## config.mk

```make
export PLATFORM = sky130hd
export DESIGN_NAME = updn_cmp_timer
export DESIGN_NICKNAME = d
export VERILOG_FILES = /design/src/rtl/updn_cmp_timer.sv
export SDC_FILE = /design/constraint.sdc
export NUM_CORES = 1
export LEC_CHECK = 0
export ABC_AREA = 1
export BUFFER_PORTS_ARGS = -buffer_cell sky130_fd_sc_hd__buf_2
export CAP_MARGIN = 5
export CELL_PAD_IN_SITES_DETAIL_PLACEMENT = 0
export CELL_PAD_IN_SITES_GLOBAL_PLACEMENT = 1
export CORE_MARGIN = 2
export CORE_UTILIZATION = 38
export DETAILED_ROUTE_END_ITERATION = 10
export PLACE_DENSITY = 0.86
export SLEW_MARGIN = 40
export SYNTH_ARGS = -nofsm -noshare
export SYNTH_HDL_FRONTEND = slang
export SYNTH_SLANG_ARGS = --single-unit
```

## constraint.sdc

```tcl
create_clock -name clk -period 2.1 [get_ports clk]
set_clock_uncertainty 0.05 [all_clocks]
set_input_delay 0.105 -clock clk [delete_from_list [all_inputs] [get_ports clk]]
set_output_delay 0.105 -clock clk [all_outputs]
set_load 0.01 [all_outputs]
```

## src/rtl/updn_cmp_timer.sv

```systemverilog
`timescale 1ns/100ps
module updn_cmp_timer #(
  parameter int W  = 16,
  parameter int AW = 3
) (
  input  logic          clk,
  input  logic          rst_n,
  input  logic          wr_en,
  input  logic [AW-1:0] wr_addr,
  input  logic [W-1:0]  wr_data,
  input  logic [AW-1:0] rd_addr,
  output logic [W-1:0]  rd_data,
  input  logic          ext_tick,
  input  logic          dir_in,
  output logic          cmp_pulse,
  output logic          irq
);
  localparam int EN_BIT  = W - 1;
  localparam int ARM_BIT = W - 2;
  localparam logic [AW-1:0] A_MODE = AW'(0);
  localparam logic [AW-1:0] A_LIM  = AW'(1);
  localparam logic [AW-1:0] A_CMP  = AW'(2);
  localparam logic [AW-1:0] A_IRQ  = AW'(3);
  localparam logic [AW-1:0] A_CNT  = AW'(4);

  logic [W-1:0] mode_q, lim_q, cmp_q, cnt_q;
  logic         flag_q, ie_q, sr_q, pulse_q;
  logic [1:0]   pre_q;

  wire       run_en   = mode_q[EN_BIT];
  wire       armed    = mode_q[ARM_BIT];
  wire [1:0] dmode    = mode_q[11:10];
  wire       int_div  = (mode_q[2:0] == 3'b011);
  wire       tick     = int_div ? (pre_q == 2'd3) : ext_tick;
  wire       step     = run_en & armed & sr_q & tick;
  wire       go_up    = (dmode == 2'b01) ? 1'b0 : (dmode == 2'b10) ? dir_in : 1'b1;

  logic [W-1:0] nxt;
  always_comb begin
    if (go_up) nxt = (cnt_q >= lim_q) ? '0 : cnt_q + 1'b1;
    else       nxt = (cnt_q == '0) ? lim_q : cnt_q - 1'b1;
  end

  wire hit = step && (nxt == cmp_q);
  wire wr_irq = wr_en && (wr_addr == A_IRQ);

  always_ff @(posedge clk) begin
    if (!rst_n) begin
      mode_q <= '0;
      lim_q  <= '0;
      cmp_q  <= '0;
    end else if (wr_en) begin
      case (wr_addr)
        A_MODE:  mode_q <= wr_data;
        A_LIM:   lim_q  <= wr_data;
        A_CMP:   cmp_q  <= wr_data;
        default: ;
      endcase
    end
  end

  always_ff @(posedge clk) begin
    if (!rst_n) begin
      cnt_q <= '0;
      sr_q  <= 1'b0;
      pre_q <= 2'd0;
    end else begin
      sr_q  <= armed;
      pre_q <= armed ? pre_q + 2'd1 : 2'd0;
      if (!armed)    cnt_q <= '0;
      else if (step) cnt_q <= nxt;
    end
  end

  always_ff @(posedge clk) begin
    if (!rst_n) begin
      flag_q  <= 1'b0;
      ie_q    <= 1'b0;
      pulse_q <= 1'b0;
    end else begin
      pulse_q <= hit;
      if (wr_irq) ie_q <= wr_data[1];
      if (hit)         flag_q <= 1'b1;
      else if (wr_irq) flag_q <= flag_q & wr_data[0];
    end
  end

  assign cmp_pulse = pulse_q;
  assign irq       = flag_q & ie_q;

  always_comb begin
    case (rd_addr)
      A_MODE:  rd_data = mode_q;
      A_LIM:   rd_data = lim_q;
      A_CMP:   rd_data = cmp_q;
      A_IRQ:   rd_data = {{(W-2){1'b0}}, ie_q, flag_q};
      A_CNT:   rd_data = cnt_q;
      default: rd_data = '0;
    endcase
  end

  assert_clear_unarmed_R2: assert property (@(posedge clk) disable iff (!rst_n)
    !armed |=> cnt_q == '0);
  assert_hold_armed_R3: assert property (@(posedge clk) disable iff (!rst_n)
    (armed && !run_en) |=> $stable(cnt_q));
  assert_wrap_up_R6: assert property (@(posedge clk) disable iff (!rst_n)
    (step && go_up && cnt_q >= lim_q) |=> cnt_q == '0);
  assert_reload_down_R7: assert property (@(posedge clk) disable iff (!rst_n)
    (step && !go_up && cnt_q == '0) |=> cnt_q == $past(lim_q));
  assert_pulse_after_step_R8: assert property (@(posedge clk) disable iff (!rst_n)
    cmp_pulse |-> $past(step));
  assert_pulse_sets_flag_R8: assert property (@(posedge clk) disable iff (!rst_n)
    cmp_pulse |-> flag_q);
  assert_flag_rise_R9: assert property (@(posedge clk) disable iff (!rst_n)
    $rose(flag_q) |-> cmp_pulse);
endmodule

```

==> results, run 1 <==
- The flow ran to the end, but the final reports show violations.
- The final reports fail on negative setup slack.
- Summing all placed instances gives a cell area of between 6000 and 7000 µm².
- The total routed wirelength is approximately 19000 µm.
- In the routed layout, each cell is associated on average with a via count of between 5 and 6.
- CTS placed an instance of clkbuf_16 at the clock tree root.
- STA puts the critical path data required time at between 2 and 2.5 ns.
- In the synthesized netlist, the number of instances is 790.
- The worst hold path passes through 3 cells.
- The synthesized area per cell is 6.24 µm².
- The number of top-level design ports is 45.
- The starting utilization of the core area is between 30% and 40%.
- The final standard cell count with taps included and fillers excluded is between 1000 and 1500.
- In the layout the commonest cells are 161 x nand2_1, 121 x buf_4, 91 x inv_1.
- The via count of the first global-routing pass was about 5500.
- The worst hold margin is 0.0170 ns.
- The max-slew violation count came to 0.
- The cell area after layout is 7180 µm².
- The half-perimeter wire length after detailed placement is around 14000 µm.
- TritonCTS built the clock tree.
- The number of sinks handled by clock tree synthesis is 70.
- Power spread over the standard cell area amounts to between 400 and 500 nW/µm².
- Setup repair after global routing could not meet its margin everywhere.
- The area of the placeable core is approximately 13000 µm².
- The die covers ~14000 µm².
- After filler insertion, the fill cell instance count of the layout stands at 1253.
- For this block, the via count after detailed routing is a little under 6000.
- The cell type with the highest occurrence count on the critical path is nand2_1.
- The sink of the worst hold path is cmp_q[0].
- By startpoint and endpoint, the worst setup path is classified as reg2reg.
- VDD sags by at most 0.487 mV.
- The worst setup path is launched from a flip-flop.
- The floorplan die height is approximately 120 µm.
- The worst register-to-register path has a depth of 17.
- After detailed routing, the average wire length per cell comes to about 17 µm.
- The total of endpoints with negative setup slack in the final report is 2.
- Counting tap cells, the placed design contains a total of roughly 1100 instances.
- The critical path goes through inv_1 > ha_4 > nand4_1 > nor2_2 > nor2_2 > nand2_2 > nand2_4 > buf_6 > nand3_1 > nand2_1 > nand3_1 > nand2_1 > nor2_1 > nand3_1 > nor2_2 > nand2_1 > nand2_1.
- Synthesis inferred 70 register bits.
- The number of buffers on the longest clock path is 2.
- The number of antenna diodes in the final layout is 0.
- The path type of the worst min-delay path is in2reg.
- Clock tree synthesis inserted a total of 9 buffers.
- The endpoint of the worst-slack reg-to-reg timing path is flag_q.
- The worst register-to-register path begins at lim_q[2].
- The number of hold violations in the final report is 0.
- The launch point of the critical path is lim_q[2].
- Clock latency on the worst-skew pair, taken at its later pin, is 0.34 ns.
- CTS built an H-tree with a depth of 3.
- Of the synthesized area, sequential elements account for roughly 28%.
- The biggest cell delay along the critical path is ~0.32 ns.
- In this run, the number of DRC markers left after iteration 0 of detailed routing was ~660.
- The worst-case headroom to the max-slew limit is between 50% and 60%.
- After clock tree synthesis, the clock-pin slew on the worst setup and hold paths is 0.06 ns.
- The share of cells above drive strength 1 is between 30% and 40%.
- In this run, distinct cell masters in the synthesized netlist total 33.
- Derived from the worst setup path, the maximum achievable clock frequency is about 450 MHz.
- The final critical-path required period is around 2.2 ns.
- For this run, design rule violations remaining after detail routing come to 0.
- The number of detailed-routing iterations run before antenna repair is 5.
- The fraction of the cycle the final worst path needs is 106%.
- Compared with the post-synthesis result, the final layout area differs by 45.6%.
- The maximum number of pins on one net before global-route repair is 33.
- The horizontal extent of the die is between 100 and 150 µm.
- The total routing resource utilization after global routing is approximately a quarter.
- The beginning of the worst hold path is wr_data[0].
- The first-pass GRT wire length is around 29000 µm.
- Data on the critical path arrives at its endpoint at 2.45 ns.
- Leaving out fill and tap cells, the most frequent cell in the layout is nand2_1.
- The placer congestion estimate is roughly 1.
- The initialized floorplan defines 41 standard-cell rows.
- The kind of end point of the critical path is a flip-flop.
- Counting every net in the synthesized netlist gives 837.
- The Yosys step of the flow raised 0 warnings.
- Global routing finished with a remaining overflow of 0.
- Along the worst path, the maximum fanout reaches 5.
- The count of nets left with antenna violations after detail routing is 0.
- The cell with the largest stage delay on the worst path is dfxtp_2.
- The leakage power summed over all cells is 3.33 nW.
- For the pin with the worst max-slew slack, the measured transition is between 0.7 and 0.8 ns.
- OpenSTA, run right after detailed placement, puts the worst setup slack at -0.185 ns.
- The final net count is approximately 1000.
- The register-to-register setup slack is -0.12 ns.
- After synthesis the cells add up to 4930 µm².
- The number of antenna violations at the first check in global routing is 0.
- The final worst slack is -0.121 ns.
- The tool flagged a number of max-cap violations equal to 0.
- During placement, the flow inserted port buffers numbering 44.
-- where the power goes --
| part | internal, W | switching (W) | leakage (nW) |
|---|---|---|---|
| Sequential | 0.00136 | 0.0000257 | 0.580 |
| Clock | 0.000978 | 0.000582 | 0.149 |
| Combinational | 0.000223 | 0.000313 | 2.60 |
| Total | 0.00256 | 0.000920 | 3.33 |
-- how the worst max path moves through the flow --
stage	end	cells after the start
floorplan	flag_q	18
global placement	flag_q	19
detailed placement	cmp_pulse	18
CTS	cmp_pulse	17
global route	flag_q	16
finish	flag_q	17
-- registers in the layout, summed over array words and instances (netlist names) --
signal,count
pre_q,2
flag_q,1
cmp_pulse,1
ie_q,1
cmp_q,16
cnt_q,16
mode_q,16
lim_q,16
sr_q,1
-- critical path: cells and delay by family, from the launching register on --
family | cells | cell delay, ns
adder cells (fa/ha/maj) | 1 | 0.27
buffers and inverters | 2 | 0.21
flip-flops | 1 | 0.32
AND/OR/NAND/NOR | 14 | 1.31
-- metal layers --
metal  vias to the layer above  part of all wire [%]  track usage, %
li1                       2929                     -               -
met1                      2722                    46            37.5
met2                       275                    44            40.7
met3                        32                   7.0            3.20
met4                         0                   2.1            8.13
met5                         -                     0               0
-- metrics by stage --
step | power (W) | setup TNS [ns] | util, %
after floorplan | 0.00165 | 0 | -
after CTS | 0.00343 | -0.128 | 54.5
after detailed placement | 0.00184 | -0.350 | 48.3
after global routing | 0.00361 | -0.415 | 56.9
after global placement | 0.00184 | -0.397 | 48.3
final | 0.00348 | -0.190 | 56.9
-- cells by family (layout without fill, tap and decap cells) --
family | Yosys count | after routing | share of synthesized area (%)
XOR/XNOR | 6 | 6 | 1.07
flip-flops | 70 | 70 | 28.4
AND/OR/NAND/NOR | 371 | 371 | 33.8
buffers and inverters | 143 | 303 | 11.2
AO/OA/AOI/OAI | 180 | 180 | 20.4
adder cells (fa/ha/maj) | 20 | 20 | 5.08
-- Yosys cell counts --
library cell  count  share of area [%]
o21ai_1           4               0.41
o211ai_1          4               0.61
nor2_1           49                3.7
clkinv_1          1              0.076
xor2_1            6                1.1
nand3b_1          3               0.46
nor4_1            1               0.13
ha_1             20                5.1
nor2_2            9                1.1
nand3_2           2               0.41
o21ai_2           4               0.71
nand2_1         195                 15
nand4_1          17                2.2
nor3_4            1               0.33
nand2_4           3               0.69
a31oi_1           1               0.13
buf_6             1               0.23
o21ai_0          73                7.4
nand2_2           5               0.63
inv_2             5               0.38
o2111ai_1        14                2.5
dfxtp_1          70                 28
and2_1            1               0.13
buf_2             7               0.71
inv_1           107                8.1
o211ai_2          3               0.76
a21oi_1          75                7.6
clkbuf_1         22                1.7
or2_2             1               0.13
nor2_4            4               0.91
o22ai_1           2               0.25
nand3_1          72                7.3
nor3_1            8               0.81
-- what timing repair did --
| action | in CTS | in global routing |
|---|---|---|
| hold buffers | 0 | 0 |
| gates cloned | 2 | 0 |
| pin swaps | 37 | 44 |
| setup endpoints to repair | 2 | 9 |
| gates resized for setup | 85 | 83 |
| setup buffers | 15 | 9 |
-- cell type report --
cell class | count | area, µm² | area share, %
Sequential cell | 70 | 1450 | 20.1
Tap cell | 172 | 215 | 3.00
Multi-Input combinational cell | 577 | 3510 | 48.9
Clock buffer | 12 | 256 | 3.57
Clock inverter | 3 | 43.8 | 0.610
Inverter | 113 | 427 | 5.94
Timing Repair Buffer | 175 | 1280 | 17.8
(Power assumes the default switching activity.)
==> inputs of run 2 (changes only) <==
Settings changed: CORE_UTILIZATION 38 to 30, PLACE_DENSITY 0.86 to 0.72, SETUP_SLACK_MARGIN set to 0.1.
==> results, run 2 (synthesis gave the netlist of run 1 again) <==
- The flow ran to the end, but the final reports show violations.
- The final reports fail on negative setup slack.
- The critical path required time is 2.29 ns (-0.04 ns).
- The tree is rooted in a clkbuf_16.
- The total grt overflow is 0 (unchanged).
- The total routing resource utilization after global routing is 22.2% (-3.9 points).
- In this run the critical register-to-register path is captured at cmp_pulse.
- The path depth of the worst reg2reg path is 14 (-3).
- The number of stages on the worst hold path is 3 (unchanged).
- The beginning of the worst hold path is wr_data[14].
- The worst-case headroom to the max-slew limit came to 58.3% (+7.1 points).
- The setup slack at placement was -0.173 ns (+0.0112 ns).
- The horizontal extent of the die came to 132 µm (+12%).
- The share of cells above drive strength 1 was 40.8% (+3.5 points).
- The critical path is of the reg2reg type.
- The number of top-level design ports is 45 (unchanged).
- The maximum clock frequency is 439 MHz (-2.4%).
- The H-tree depth is 3 (unchanged).
- The vias after detailed routing is 5829 (-2.2%).
- The first-pass GRT wire length is 30000 µm (+4.0%).
- The via-per-instance ratio came to 4.96 (-6.7%).
- The CTS clock-pin slew for the worst setup and hold paths was 0.07 ns (about the same).
- The sum of internal, switching and leakage power came to 0.00365 W (+5.0%).
- The most common library cell in the layout ignoring fill and taps is nand2_1.
- The launch point of the worst reg-to-reg path is lim_q[15].
- The number of detailed-routing iterations run before antenna repair is 5 (unchanged).
- The transition time at the pin with the least slew margin is 0.625 ns (-0.103 ns).
- In this run the most used layer during global routing was met2.
- The tightest min-delay check is of the in2reg type.
- The number of antenna violations at the first check in global routing is 0 (unchanged).
- The number of hold violations in the final report is 0 (unchanged).
- The final standard cell count with taps included and fillers excluded is 1176 (+4.8%).
- The setup TNS after final layout is -0.314 ns (-0.124 ns).
- The final net count is 1002 (+0.91%).
- The number of inserted filler cells in the final layout was 1663 (+33%).
- The cell row count is 46 (+12%).
- The number of buffers on the longest clock path came to 2 (unchanged).
- The max-slew violation count is 0 (unchanged).
- The met1 track demand over resource in global routing is 31.8% (-5.7 points).
- The total of endpoints with negative setup slack in the final report is 2 (unchanged).
- The placer congestion estimate was 0.955 (-4.1%).
- The fraction of the cycle the final worst path needs is 108% (+2.6 points).
- Setup repair after global routing could not meet its margin everywhere.
- The library cells used most frequently in the layout, excluding fill and tap cells, are 153 x nand2_1, 126 x buf_4, 85 x inv_1.
- The starting utilization of the core area is 30.9% (-8.1 points).
- The via count of the first global-routing pass is 5370 (-2.4%).
- The number of placed cells counting well taps is 1149 (+6.1%).
- The number of port buffers is 44 (unchanged).
- The biggest cell delay along the critical path came to 0.34 ns (+0.02 ns).
- The floorplan die height is 132 µm (+12%).
- The clock latency reported for the late side of the worst-skew pair is 0.34 ns (about the same).
- The routing usage on met2 came to 34.1% (-6.6 points).
- The worst hold path terminates at lim_q[14].
- The peak fanout along the critical path was 6 (+1).
- Walking the worst path, the cells encountered are inv_2 > ha_4 > nand4_1 > nor2_2 > buf_6 > nand2_4 > buf_6 > nand4_1 > nand3_1 > and2_1 > nand2_1 > nor2_1 > nand3b_1 > nor2_1.
- STA classifies the critical path startpoint as a flip-flop.
- The area of the placeable core is 15900 µm² (+26%).
- The final critical-path required period is 2.28 ns (+0.0542 ns).
- The data arrival time of the critical path is 2.46 ns (about the same).
- The clock tree from TritonCTS is built.
- The final worst slack is -0.175 ns (-0.0542 ns).
- The area of the die is 17500 µm² (+26%).
- Relative to the synthesized area, the layout overhead comes to 50.1%.
- The leakage power summed over all cells is 3.37 nW (+1.2%).
- The kind of end point of the critical path is a flip-flop.
- The peak supply drop came to 0.396 mV (-19%).
- The number of DRC violations after detailed routing was 0 (unchanged).
- The total routed wirelength is 19700 µm (+5.7%).
- The register-to-register setup slack was -0.18 ns (-0.05 ns).
- The initial detailed-routing violation count is 396 (-40%).
- The cell with the largest stage delay on the worst path is dfxtp_1.
- The half-perimeter wire length after detailed placement is 15100 µm (+9.0%).
- The global routing usage on met3 is 3.65% (+0.45 points).
- The worst hold margin came to 0.0176 ns (+0.000601 ns).
- The total power divided by cell area came to 494 nW/µm² (+1.9%).
- The maximum number of pins on one net before global-route repair is 33 (unchanged).
- The max capacitance violation total is 0 (unchanged).
- The average routed wire per standard cell was 16.7 µm (+0.87%).
- The count of nets left with antenna violations after detail routing came to 0 (unchanged).
- The antenna diode count is 0 (unchanged).
- The number of sinks handled by clock tree synthesis is 70 (unchanged).
- The total clock buffers created by CTS is 9 (unchanged).
## run 2: worst max-delay path, delay by kind of cell, from the launching register on
kind,cells,cell delay (ns)
fa+ha+maj,1,0.27
buf+inv,3,0.33
flops,1,0.34
simple gates,10,1.17
## run 2: area by class of cell
cell class              count  area (µm²)  area share (%)
multi-input cells         577        3570            48.3
clock inverters             7        95.1            1.29
repair buffers            184        1360            18.3
well taps                 216         270            3.65
inverters                 113         443            5.99
flip-flops and latches     70        1440            19.4
clock buffers               9         225            3.04
## run 2: worst max-delay path by stage
stage / startpoint / end
after global placement: lim_q[1] / flag_q
after CTS: lim_q[6] / flag_q
after global routing: lim_q[14] / cmp_pulse
after detailed placement: lim_q[1] / flag_q
final: lim_q[15] / cmp_pulse
after floorplan: lim_q[7] / flag_q
## run 2: metal layers
layer  routed length [µm]  up-vias  share of wire, %
met5                   45        -              0.23
met4                  409        2               2.1
met3                 1160       27               5.9
met2                 8720      178                44
met1                 9320     2677                47
li1                     -     2945                 -
## run 2: stage by stage
| step | instance area (µm²) | util, % |
|---|---|---|
| after floorplan | 4940 | - |
| after global placement | 6300 | 39.5 |
| after detailed placement | 6300 | 39.5 |
| after CTS | 6940 | 43.6 |
| after global routing | 7400 | 46.4 |
| final | 7400 | 46.4 |
## run 2: what timing repair did
item,4_1_cts,5_1_grt
resized for setup,65,130
cloned,1,1
hold endpoints to repair,2,0
hold buffers,1,0
setup endpoints to repair,7,21
pin swaps,28,54
buffers inserted,4,9
## run 2: power breakdown
| group | total (W) | switching (W) | internal [W] |
|---|---|---|---|
| registers | 0.00139 | 0.0000258 | 0.00136 |
| logic | 0.000580 | 0.000334 | 0.000246 |
| clock network | 0.00169 | 0.000641 | 0.00104 |
